## src/rtl/dr_pkg.sv

```systemverilog
// Package: shared types for the dual-rail completion detector.
// Assumes: nothing beyond IEEE 1800-2017.
package dr_pkg;

    // Idle (spacer) polarity of the dual-rail bus.
    typedef enum logic {
        SPACER_ZERO = 1'b0,
        SPACER_ONE  = 1'b1
    } spacer_e;

endpackage

```

## src/rtl/dr_celem.sv

```systemverilog
// Module: two-input C-element. The output follows the inputs when they agree
// and otherwise repeats the stored level. The stored level is committed on
// each clock edge.
// Assumes: inputs are stable around the clock edge; rst_n is synchronous.
module dr_celem #(
    parameter logic RESET_VAL = 1'b0
) (
    input  logic clk,
    input  logic rst_n,
    input  logic a,
    input  logic b,
    output logic y
);

    logic held;

    // Majority of both inputs and the stored output.
    always_comb begin
        y = (a & b) | ((a | b) & held);
    end

    // Commit the current output as history; reset to the idle level.
    always_ff @(posedge clk) begin
        if (!rst_n) begin
            held <= RESET_VAL;
        end else begin
            held <= y;
        end
    end

endmodule

```

## src/rtl/dr_pair_reduce.sv

```systemverilog
// Module: reduces each rail pair to one validity term. Zero idle uses OR,
// so data gives 1. One idle uses AND, so data gives 0.
// Assumes: the sender never drives the illegal code of the chosen polarity.
module dr_pair_reduce
    import dr_pkg::*;
#(
    parameter int      WIDTH  = 8,
    parameter spacer_e SPACER = SPACER_ZERO
) (
    input  logic [WIDTH-1:0] rail1,
    input  logic [WIDTH-1:0] rail0,
    output logic [WIDTH-1:0] term
);

    for (genvar i = 0; i < WIDTH; i++) begin : g_pair
        if (SPACER == SPACER_ZERO) begin : g_or
            // Any raised rail marks data on this pair.
            assign term[i] = rail1[i] | rail0[i];
        end else begin : g_and
            // Any lowered rail marks data on this pair.
            assign term[i] = rail1[i] & rail0[i];
        end
    end

endmodule

```

## src/rtl/dr_ctree.sv

```systemverilog
// Module: balanced tree of two-input C-elements in heap order. Node i has
// children 2i+1 and 2i+2, and the leaves sit at indices LEAVES-1 .. 2*LEAVES-2.
// Unused leaves repeat input 0, which leaves the merge unchanged.
// Assumes: WIDTH >= 1.
module dr_ctree #(
    parameter int   WIDTH     = 8,
    parameter logic RESET_VAL = 1'b0
) (
    input  logic             clk,
    input  logic             rst_n,
    input  logic [WIDTH-1:0] leaf_in,
    output logic             root
);

    localparam int LEVELS = (WIDTH > 1) ? $clog2(WIDTH) : 0;
    localparam int LEAVES = 1 << LEVELS;
    localparam int NODES  = 2 * LEAVES - 1;

    logic [NODES-1:0] node;

    // Leaf layer: real terms, then padding copies of term 0.
    for (genvar j = 0; j < LEAVES; j++) begin : g_leaf
        if (j < WIDTH) begin : g_real
            assign node[LEAVES-1+j] = leaf_in[j];
        end else begin : g_pad
            assign node[LEAVES-1+j] = leaf_in[0];
        end
    end

    // Internal layer: one C-element per inner node.
    for (genvar k = 0; k < LEAVES - 1; k++) begin : g_node
        dr_celem #(.RESET_VAL(RESET_VAL)) u_cel (
            .clk   (clk),
            .rst_n (rst_n),
            .a     (node[2*k+1]),
            .b     (node[2*k+2]),
            .y     (node[k])
        );
    end

    assign root = node[0];

endmodule

```

## src/rtl/dr_done_detect.sv

```systemverilog
// Module: top of the completion detector. Per-pair reduction, C-element
// tree, then a polarity fix so that done = 1 means "whole bus holds data"
// in both idle polarities.
// Assumes: synchronous active-low reset taken while the bus is idle or mixed.
module dr_done_detect
    import dr_pkg::*;
#(
    parameter int      WIDTH  = 8,
    parameter spacer_e SPACER = SPACER_ZERO
) (
    input  logic             clk,
    input  logic             rst_n,
    input  logic [WIDTH-1:0] rail1,
    input  logic [WIDTH-1:0] rail0,
    output logic             done
);

    localparam logic IDLE_TERM = (SPACER == SPACER_ONE) ? 1'b1 : 1'b0;

    logic [WIDTH-1:0] term;
    logic             root;

    dr_pair_reduce #(.WIDTH(WIDTH), .SPACER(SPACER)) u_reduce (
        .rail1 (rail1),
        .rail0 (rail0),
        .term  (term)
    );

    dr_ctree #(.WIDTH(WIDTH), .RESET_VAL(IDLE_TERM)) u_tree (
        .clk     (clk),
        .rst_n   (rst_n),
        .leaf_in (term),
        .root    (root)
    );

    // Map the tree level onto the data-complete sense of done.
    always_comb begin
        done = root ^ IDLE_TERM;
    end

endmodule

```

## config.mk

```make
export PLATFORM = sky130hd
export DESIGN_NAME = dr_done_detect
export DESIGN_NICKNAME = d
export VERILOG_FILES = /design/src/rtl/dr_pkg.sv /design/src/rtl/dr_celem.sv /design/src/rtl/dr_pair_reduce.sv /design/src/rtl/dr_ctree.sv /design/src/rtl/dr_done_detect.sv
export SDC_FILE = /design/constraint.sdc
export NUM_CORES = 1
export LEC_CHECK = 0
export BUFFER_PORTS_ARGS = -buffer_cell sky130_fd_sc_hd__buf_2
export CORE_AREA = 3 3 40 42
export CTS_CLUSTER_SIZE = 30
export DETAILED_ROUTE_END_ITERATION = 7
export DIE_AREA = 0 0 43 45
export SYNTH_ARGS = -nofsm -noshare
export SYNTH_HDL_FRONTEND = slang
export SYNTH_SLANG_ARGS = --single-unit
```

## constraint.sdc

```tcl
create_clock -name clk -period 3.09 [get_ports clk]
set_input_delay 0.618 -clock clk [delete_from_list [all_inputs] [get_ports clk]]
set_output_delay 0.618 -clock clk [all_outputs]
set_load 0.01 [all_outputs]
```

==> results.md <==
- Worst-skew pair later-pin latency: about 0.25 ns
- Largest net degree at the start of global routing: 8
- Critical Path RT: 2.47 ns
- Iteration-0 DRC count of the detailed router: 2
- CTS tree: yes
- Max Cap Violations: 0
- GRT Util Overall: 8.19%
- Nets@finish: 70
- Pwr Density: 525 nW/um^2
- Post-cts hold buffer count: 0
- Die X: around 43 um
- CP max-delay cell: maj3_2
- Flops & latches, synth: 7
- CORE AREA: 1280 sq um
- Critical path capture point type: output pin
- Diodes inserted: 0
- GPL Wtd Cong: 0.622
- Synthesis Warnings: 0
- Critical path data arrival time: 1.94 ns
- Top flop regs: u_tree.g_node.u_cel.held x7
- Sink Count: 7
- Post-Syn Area: 298 sq um
- Htree depth: 1
- Crit-path cells: buf_2, o41ai_2, nand2_1, maj3_2, maj3_2, buf_2
- Area grow syn2layout: 45.4%
- RSZ-0062 raised after global routing: no
- Via Count: 296
- Hold Crit Class: register to register
- Post-layout instance area: 433 sq um
- Placed inst area: approximately 410 sq um
- Multi-input gate area: 158 sq um
- Vias in the first global route: 293
- Final min period: 2.56 ns
- Post-Synthesis Cells: 29
- Dpl cells: between 60 and 70
- Sequential cell area: between 100 and 150 sq um
- Clock buffer count from CTS: 3
- Max reg flops: 7
- Worst setup SP type: primary input
- Setup Viol. Count Final: 0
- Top reg by flops: u_tree.g_node.u_cel.held
- Fin crit share: 82.7%
- Worst R2R Path Depth: 5
- Register area share after synthesis: a little under half
- DR vias/cell: ~4.5
- PortBufs: 18
- Max Freq: 391 MHz
- Synth Net Count: 47
- Grt total ovfl: 0
- HP Start: u_tree.g_node[4].u_cel.held
- Leakage: approximately 0.19 nW
- Critical path depth: 6
- Num rows: 13
- DRC viols: 0
- DIE AREA: 1940 sq um
- Drt pass-1 iters: 3
- Status: finished clean
- Total Routed Length: 602 um
- Crit path launch: rail0[3]
- Layout Skew: between 0.0007 and 0.0008 ns
- Worst-margin pin slew: 0.220 ns
- Initial antenna violation count: 0
- Post-Route Setup TNS: 0 ns
- Post-Place Worst Slack: around 0.52 ns
- Worst setup path class: primary input to output pin
- Mean Syn Cell Area: 10.3 sq um
- Post-CTS Setup Inserts: 0
- Root Buffer: clkbuf_4
- Slew Limit Fails: 0
- Post-synth cell types: 10
- Worst hold path depth: 3
- Largest stage delay, worst path: 0.33 ns
- Die Span Y: 45 um
- Share of cells above drive strength 1: 51.0%
- Initial core utilization: 23.2%
- DRT antenna net count: 0
- Boundary Pins: 19
- Fin cells: 66
- Crit path max fanout: 2
- R2r startpoint: u_tree.g_node[6].u_cel.held
- Peak VDD IR: 0.000125 V
- Clock transition at path regs: 0.05 ns
- Post-cts sizing count: 0
- DR WL/cell: ~9 um
- Relative slew slack: 85.2%
- Hold Fails Final Rpt: 0
- CP delay by family, top: adder cells
- CP Buf/Inv Count: 2
- Fin Hold WS: slightly above 0.6 ns
- Worst-case clock buffer depth: 2
- Worst Setup Slack, final: 0.533 ns
- Layout fillers: 138
- First-pass GRT wire length: 1.10 mm
[tightest hold or removal path, cell delays in order, from the launching register on]
cell and delay, ns:
dfxtp_1 0.32, o41ai_2 0.06, nand2_1 0.08, and2_2 0.13
[logic make-up (layout without fill, tap and decap cells)]
family,Yosys count,count (layout),synth area share [%]
flip-flops,7,7,47.1
adder cells (fa/ha/maj),3,3,10.9
AND/OR/NAND/NOR,11,11,20.6
buffers and inverters,0,22,0
AO/OA/AOI/OAI,8,8,21.4
[report_power, final]
group | total (mW) | switching [mW] | internal (mW)
clock | 0.0821 | 0.0329 | 0.0492
sequential | 0.103 | 0.00311 | 0.0998
combinational | 0.0422 | 0.0175 | 0.0247
[path summary, 6_finish.rpt]
path,to,slack (ns)
setup / recovery,done,0.53
hold / removal,u_tree.g_node[4].u_cel.held,0.61
setup reg to reg,u_tree.g_node[0].u_cel.held,1.52
hold reg to reg,u_tree.g_node[4].u_cel.held,0.61
[cell type report]
cell class              count  share of cell area (%)
well taps                  15                    4.34
repair buffers             18                    20.8
clock buffers               4                    6.07
flip-flops and latches      7                    32.4
multi-input cells          22                    36.4
[cell usage after synthesis]
master | count | area share (%)
and2_2 | 2 | 5.0
nand2_1 | 4 | 5.0
and2_1 | 5 | 11
o32ai_1 | 3 | 8.8
maj3_2 | 2 | 7.6
o21ai_0 | 3 | 5.0
dfxtp_1 | 7 | 47
o22ai_1 | 1 | 2.1
maj3_1 | 1 | 3.4
o41ai_2 | 1 | 5.5
[cells in the final DEF, fill, tap and decap left out]
| master | netlist | layout |
|---|---|---|
| o22ai_1 | 1 | 1 |
| nand2_1 | 4 | 4 |
| o32ai_1 | 3 | 3 |
| o41ai_2 | 1 | 1 |
| clkbuf_1 | 0 | 1 |
| o21ai_0 | 3 | 3 |
| clkbuf_4 | 0 | 3 |
| buf_2 | 0 | 18 |
| and2_1 | 5 | 5 |
| dfxtp_1 | 7 | 7 |
| maj3_1 | 1 | 1 |
| and2_2 | 2 | 2 |
| maj3_2 | 2 | 2 |
[stage by stage]
step	power [mW]	utilization, %
6_report	0.227	33.7
5_1_grt	0.244	33.7
4_1_cts	0.233	33.7
3_5_place_dp	0.147	31.6
3_3_place_gp	0.146	31.6
2_1_floorplan	0.128	-
[layer usage]
metal	track usage (%)	up-vias	wire (um)
met2	10.2	10	281
met3	4.38	2	72
met4	9.04	0	7
met1	9.25	133	241
li1	-	151	-
met5	0	-	0
Note: power is estimated with default switching activity, not from simulation.
